[src/rtl/i2cst_pkg.sv]
package i2cst_pkg;

    typedef enum logic [2:0] {
        ST_IDLE,
        ST_ADDR,
        ST_ADDR_ACK,
        ST_HOLD,
        ST_LOAD,
        ST_SEND,
        ST_ACK_CHK,
        ST_DONE
    } tx_state_e;

endpackage

[src/rtl/i2cst_bus_monitor.sv]
module i2cst_bus_monitor #(
    parameter int SYNC_STAGES = 2
) (
    input  logic clk,
    input  logic rst_n,
    input  logic scl_i,
    input  logic sda_i,
    output logic sda_s,
    output logic scl_rise,
    output logic scl_fall,
    output logic start_det,
    output logic stop_det
);

    logic [SYNC_STAGES-1:0] scl_q;
    logic [SYNC_STAGES-1:0] sda_q;
    logic scl_p, sda_p, scl_s;

    // Synchronizer chain; the bus idles high
    always_ff @(posedge clk or negedge rst_n) begin
        if (!rst_n) begin
            scl_q <= '1;
            sda_q <= '1;
            scl_p <= 1'b1;
            sda_p <= 1'b1;
        end else begin
            scl_q[0] <= scl_i;
            sda_q[0] <= sda_i;
            for (int i = 1; i < SYNC_STAGES; i++) begin
                scl_q[i] <= scl_q[i-1];
                sda_q[i] <= sda_q[i-1];
            end
            scl_p <= scl_q[SYNC_STAGES-1];
            sda_p <= sda_q[SYNC_STAGES-1];
        end
    end

    assign scl_s     = scl_q[SYNC_STAGES-1];
    assign sda_s     = sda_q[SYNC_STAGES-1];
    assign scl_rise  = scl_s & ~scl_p;
    assign scl_fall  = ~scl_s & scl_p;
    assign start_det = scl_s & scl_p & sda_p & ~sda_s;
    assign stop_det  = scl_s & scl_p & ~sda_p & sda_s;

endmodule

[src/rtl/i2cst_shifter.sv]
module i2cst_shifter #(
    parameter int W  = 8,
    parameter int CW = $clog2(W + 1)
) (
    input  logic          clk,
    input  logic          rst_n,
    input  logic          load,
    input  logic [W-1:0]  load_val,
    input  logic          clr,
    input  logic          shift_en,
    input  logic          shift_bit,
    output logic [W-1:0]  data_q,
    output logic [CW-1:0] cnt_q
);

    // One register serves both directions: address bits shift in at the LSB,
    // transmit bits leave at the MSB
    always_ff @(posedge clk or negedge rst_n) begin
        if (!rst_n) begin
            data_q <= '0;
            cnt_q  <= '0;
        end else if (load) begin
            data_q <= load_val;
            cnt_q  <= '0;
        end else if (clr) begin
            cnt_q  <= '0;
        end else if (shift_en) begin
            data_q <= {data_q[W-2:0], shift_bit};
            cnt_q  <= cnt_q + 1'b1;
        end
    end

endmodule

[src/rtl/i2cst_slave_tx.sv]
module i2cst_slave_tx
    import i2cst_pkg::*;
#(
    parameter int          DATA_W       = 8,
    parameter logic [6:0]  OWN_ADDR     = 7'h42,
    parameter int          SYNC_STAGES  = 2,
    parameter int          SETUP_CYCLES = 4
) (
    input  logic              clk,
    input  logic              rst_n,
    input  logic              scl_i,
    input  logic              sda_i,
    output logic              scl_oe,
    output logic              sda_oe,
    input  logic              wr_valid,
    input  logic [DATA_W-1:0] wr_data,
    input  logic              rel_req,
    output logic              irq_xfer,
    output logic              irq_stop,
    output logic              ack_det,
    output logic              tx_mode
);

    localparam int CNT_W   = $clog2(DATA_W + 1);
    localparam int SETUP_W = $clog2(SETUP_CYCLES + 1);

    tx_state_e st, nxt;

    logic              sda_s, scl_rise, scl_fall, start_det, stop_det;
    logic              sh_load, sh_clr, sh_shift, sh_bit;
    logic [DATA_W-1:0] sh_data;
    logic [CNT_W-1:0]  sh_cnt;
    logic [SETUP_W-1:0] setup_cnt;
    logic              nack_q, addr_hit, setup_done;

    i2cst_bus_monitor #(.SYNC_STAGES(SYNC_STAGES)) mon_i (
        .clk(clk), .rst_n(rst_n), .scl_i(scl_i), .sda_i(sda_i),
        .sda_s(sda_s), .scl_rise(scl_rise), .scl_fall(scl_fall),
        .start_det(start_det), .stop_det(stop_det)
    );

    i2cst_shifter #(.W(DATA_W), .CW(CNT_W)) shf_i (
        .clk(clk), .rst_n(rst_n), .load(sh_load), .load_val(wr_data),
        .clr(sh_clr), .shift_en(sh_shift), .shift_bit(sh_bit),
        .data_q(sh_data), .cnt_q(sh_cnt)
    );

    assign addr_hit   = (sh_data[DATA_W-1:1] == OWN_ADDR) && sh_data[0];
    assign setup_done = (setup_cnt == SETUP_W'(SETUP_CYCLES - 1));

    // Next-state logic
    always_comb begin
        nxt      = st;
        sh_load  = 1'b0;
        sh_clr   = 1'b0;
        sh_shift = 1'b0;
        sh_bit   = 1'b0;
        if (stop_det) begin
            nxt = ST_IDLE;
        end else if (start_det) begin
            nxt    = ST_ADDR;
            sh_clr = 1'b1;
        end else begin
            unique case (st)
                ST_IDLE: ;
                ST_ADDR: begin
                    if (scl_rise) begin
                        sh_shift = 1'b1;
                        sh_bit   = sda_s;
                    end else if (scl_fall && sh_cnt == CNT_W'(DATA_W)) begin
                        nxt = addr_hit ? ST_ADDR_ACK : ST_DONE;
                    end
                end
                ST_ADDR_ACK: if (scl_fall) nxt = ST_HOLD;
                ST_HOLD: begin
                    if (wr_valid && !nack_q) begin
                        nxt     = ST_LOAD;
                        sh_load = 1'b1;
                    end else if (rel_req) begin
                        nxt = ST_DONE;
                    end
                end
                ST_LOAD: if (setup_done) nxt = ST_SEND;
                ST_SEND: begin
                    if (scl_fall) begin
                        sh_shift = 1'b1;
                        if (sh_cnt == CNT_W'(DATA_W - 1)) nxt = ST_ACK_CHK;
                    end
                end
                ST_ACK_CHK: if (scl_fall) nxt = ST_HOLD;
                ST_DONE: ;
                default: nxt = ST_IDLE;
            endcase
        end
    end

    // State register
    always_ff @(posedge clk or negedge rst_n) begin
        if (!rst_n) st <= ST_IDLE;
        else        st <= nxt;
    end

    // Flags, interrupts and setup timer
    always_ff @(posedge clk or negedge rst_n) begin
        if (!rst_n) begin
            irq_xfer  <= 1'b0;
            irq_stop  <= 1'b0;
            ack_det   <= 1'b0;
            nack_q    <= 1'b0;
            tx_mode   <= 1'b0;
            setup_cnt <= '0;
        end else begin
            irq_xfer  <= (nxt == ST_HOLD) && (st != ST_HOLD);
            irq_stop  <= stop_det;
            setup_cnt <= (st == ST_LOAD) ? setup_cnt + 1'b1 : '0;
            if (start_det || stop_det) begin
                tx_mode <= 1'b0;
                ack_det <= 1'b0;
                nack_q  <= 1'b0;
            end else begin
                if (st == ST_ADDR_ACK && nxt == ST_HOLD) tx_mode <= 1'b1;
                if (st == ST_HOLD && nxt == ST_DONE)     tx_mode <= 1'b0;
                if (sh_load) begin
                    ack_det <= 1'b0;
                    nack_q  <= 1'b0;
                end else if (st == ST_ACK_CHK && scl_rise) begin
                    ack_det <= ~sda_s;
                    nack_q  <= sda_s;
                end
            end
        end
    end

    // Outputs
    always_comb begin
        scl_oe = (st == ST_HOLD) || (st == ST_LOAD);
        sda_oe = (st == ST_ADDR_ACK) ||
                 (((st == ST_LOAD) || (st == ST_SEND)) && !sh_data[DATA_W-1]);
    end

endmodule

[config.mk]
export PLATFORM = sky130hd
export DESIGN_NAME = i2cst_slave_tx
export DESIGN_NICKNAME = d
export VERILOG_FILES = /design/src/rtl/i2cst_pkg.sv /design/src/rtl/i2cst_bus_monitor.sv /design/src/rtl/i2cst_shifter.sv /design/src/rtl/i2cst_slave_tx.sv
export SDC_FILE = /design/constraint.sdc
export NUM_CORES = 1
export LEC_CHECK = 0
export ABC_AREA = 1
export BUFFER_PORTS_ARGS = -buffer_cell sky130_fd_sc_hd__buf_4
export CORE_UTILIZATION = 40
export DETAILED_ROUTE_END_ITERATION = 7
export HOLD_SLACK_MARGIN = 0.02
export MAX_ROUTING_LAYER = met4
export PLACE_DENSITY = 0.65
export SLEW_MARGIN = 20
export SYNTH_ARGS = -nofsm -noshare
export SYNTH_HDL_FRONTEND = slang
export SYNTH_SLANG_ARGS = --single-unit
[constraint.sdc]
create_clock -name clk -period 1.6 [get_ports clk]
set_input_delay 0.08 -clock clk [delete_from_list [all_inputs] [get_ports clk]]
set_output_delay 0.08 -clock clk [all_outputs]
set_load 0.01 [all_outputs]
==> impl_results.md <==
- Syn Inst Count: 177
- Initial Util: 0.433
- Hold Path Class: primary input to register
- Max-cap violation count: 0
- Port Buf Inserts: 19
- Largest net degree at the start of global routing: 30
- Layout cells sized above 1: 0.359
- Clock network power share: 0.222
- H-tree depth: 2
- Reg clk slew, reported paths: 60 ps
- Worst IR Drop VDD: 0.699 mV
- Final WL: 3.05 mm
- FP Rows: 21
- Post-synth top area share: 0.384
- Synth Flop Type: dfrtp_1
- Die Area: 4000 um2
- Critical path's slowest cell: dfstp_2
- Final GP Congestion: 0.905
- CP Class: register to register
- Hold Fails Final Rpt: 0
- Clock root cell: clkbuf_8
- Unrepaired setup endpoints after global routing: true
- Area leader, netlist: dfrtp_1
- Fill count: 332
- Number of global-route vias before repair: 1,315
- Total gr overflow: 0
- Critical path, cell by cell: inv_2, nand4_1, inv_2, nor2_4, nand2_4, buf_12, o22ai_1, a21oi_1
- Clock Latency Late Sink: 280 ps
- Cell mode on critical path: inv_2
- Maximum buffer depth of the clock tree: 2
- Sequential share of power: 0.382
- Async set-reset flop share out of synthesis: 1.00
- Synth Register Bits: 29
- Die Wd: 63.2 um
- Area growth syn-to-layout: 31.6%
- Initial antenna violation count: 0
- Setup violations, final: 0
- Initial DRC count: 45
- Floorplan core area: 3470 um2
- DRC violations left: 0
- Startpoint types: register
- Psw: 1.12 mW
- Synthesis Warnings: 0
- Status: finished, final reports clean
- Total GRT Usage: 0.175
- Die Y: 63.2 um
- Rel. slew slack: 0.761
- IO Pins: 20
- First-pass GRT wire length: 5.35 mm
- Crit-path max FO: 6
- Max Fclk: 627 MHz
- CTS tree: done
- DR vias/cell: 4.77
- Arrival time at the worst endpoint: 1750 ps
- Pwr per Cell Area: 1500 nW/um2
- Tmin final: 1590 ps
- Setup WS post-layout: 6.24 ps
- Number of enable flip-flop cells after synthesis: 0
- Max-slew violation count: 0
- Layout Cells excl Fill: 266
- Leak: 0.987 nW
- Switch share: 0.379
- Antenna-violating nets left: 0
- Antenna cells: 0
- P_int: 1.84 mW
- Main area contributors after synthesis: dfrtp_1, dfstp_2, nand2_1, inv_1, nor2_1
- Core Util, Final: 0.569
- Mean Syn Cell Area: 8.48 um2
- Yosys cell types: 29
- DR vias: 1,269
- Final clock skew: 7.72 ps
- Slowest stage delay, CP: 550 ps
- CP Capture Type: register
- Dpl ws: -22.9 ps
- Final period util: 0.996
- Final HPWL from detailed placement: 2.35 mm
- Setup TNS: 0 ps
- Worst-Margin Slew: 358 ps
- CTS buffer count: 5
- DR pass1 iterations: 4
- Post-layout nets: 237
- Synth Cell Area: 1500 um2
- Worst Path Required: 1760 ps
- CTS Sinks: 29
- Comb pwr share: 0.397
- Average wire per standard cell: 11.5 um
- Sequential-to-total area share from yosys stat: 0.489
- Power, Total: 2.96 mW
- Synth Net Count: 195
- Placed Cells: 249
[worst max-delay path: cells and delay by family, from the launching register on]
| family | cells | cell delay, ps |
|---|---|---|
| flip-flops | 1 | 550 |
| AND/OR/NAND/NOR | 3 | 410 |
| buffers and inverters | 3 | 270 |
| AO/OA/AOI/OAI | 2 | 250 |
[per-layer routing]
metal / vias to the layer above / wire length [um] / GRT usage
li1: 657 / - / -
met1: 581 / 1370 / 0.204
met4: 0 / 61 / 0.0767
met5: - / 0 / -
met2: 23 / 1500 / 0.290
met3: 8 / 109 / 0.0380
[worst paths after layout]
kind / start / to / slack (ps) / cells past startpoint
setup / recovery: mon_i.sda_q[1]$_DFF_PN1_ / shf_i.data_q[5]$_DFFE_PN0P_ / 6 / 8
hold / removal: wr_data[7] / shf_i.data_q[7]$_DFFE_PN0P_ / 90 / 3
setup reg to reg: mon_i.sda_q[1]$_DFF_PN1_ / shf_i.data_q[5]$_DFFE_PN0P_ / 6 / 8
hold reg to reg: mon_i.scl_q[0]$_DFF_PN1_ / mon_i.scl_q[1]$_DFF_PN1_ / 360 / 0
min in group asynchronous: rst_n / shf_i.data_q[3]$_DFFE_PN0P_ / 250 / 2
max in group asynchronous: rst_n / mon_i.sda_p$_DFF_PN1_ / 1040 / 2
[kinds of logic after synthesis]
group,count (synthesis),synth area share
fa+ha+maj,4,0.0334
flops,29,0.489
simple gates,81,0.266
compound gates,27,0.113
mux,1,0.00667
buf+inv,35,0.0917
[final cells by class]
| cell class | instances | area, um2 | area share |
|---|---|---|---|
| inverters | 34 | 130 | 0.0659 |
| repair buffers | 36 | 290 | 0.147 |
| well taps | 46 | 57.6 | 0.0292 |
| clock buffers | 7 | 96.3 | 0.0488 |
| multi-input cells | 113 | 662 | 0.335 |
| clock inverters | 1 | 5.00 | 0.00253 |
| flip-flops and latches | 29 | 733 | 0.371 |
[power groups by stage]
stage | clock network [mW] | logic, mW | registers [mW]
after floorplan | 0 | 0.794 | 1.09
after global placement | 0 | 1.09 | 1.13
after detailed placement | 0 | 1.12 | 1.14
after CTS | 0.668 | 1.14 | 1.13
after global routing | 0.707 | 1.34 | 1.16
final | 0.658 | 1.18 | 1.13
[through the flow]
stage               hold slack, ps  cell area [um2]
finish                        92.8             1970
global route                  97.1             1970
CTS                           93.0             1910
detailed placement            24.9             1770
global placement              17.3             1770
floorplan                     -216             1500
[cells in the final DEF, fill, tap and decap left out, types with 6 or more instances in the layout]
cell and count:
a21oi_1 8, buf_4 32, clkbuf_8 7, dfrtp_1 23
dfstp_2 6, inv_1 24, inv_2 9, nand2_1 28
nand3_1 11, nor2_1 18, nor2_2 6, o22ai_1 7
[cells in the mapped netlist (2+ instances only)]
cell type,count
a21oi_1,9
dfrtp_1,23
dfstp_2,6
ha_1,4
inv_1,27
inv_2,6
nand2_1,29
nand2_4,2
nand3_1,13
nand4_1,4
nor2_1,21
nor2_2,3
nor2_4,3
nor3_1,2
o21ai_0,2
o21ai_1,3
o22ai_1,8
[sequential cells by signal, summed over array words and instances, names as in the netlist, 2 cells and up]
signal / cells
mon_i.scl_q: 2
mon_i.sda_q: 2
st: 3
shf_i.cnt_q: 4
shf_i.data_q: 8
setup_cnt: 3
[timing repair]
action,in CTS,in global routing
setup endpoints to repair,3,16
hold endpoints to repair,25,0
buffers inserted,2,4
resized for setup,1,12
hold buffers,3,0
pin swaps,1,7
(Power assumes the default switching activity.)
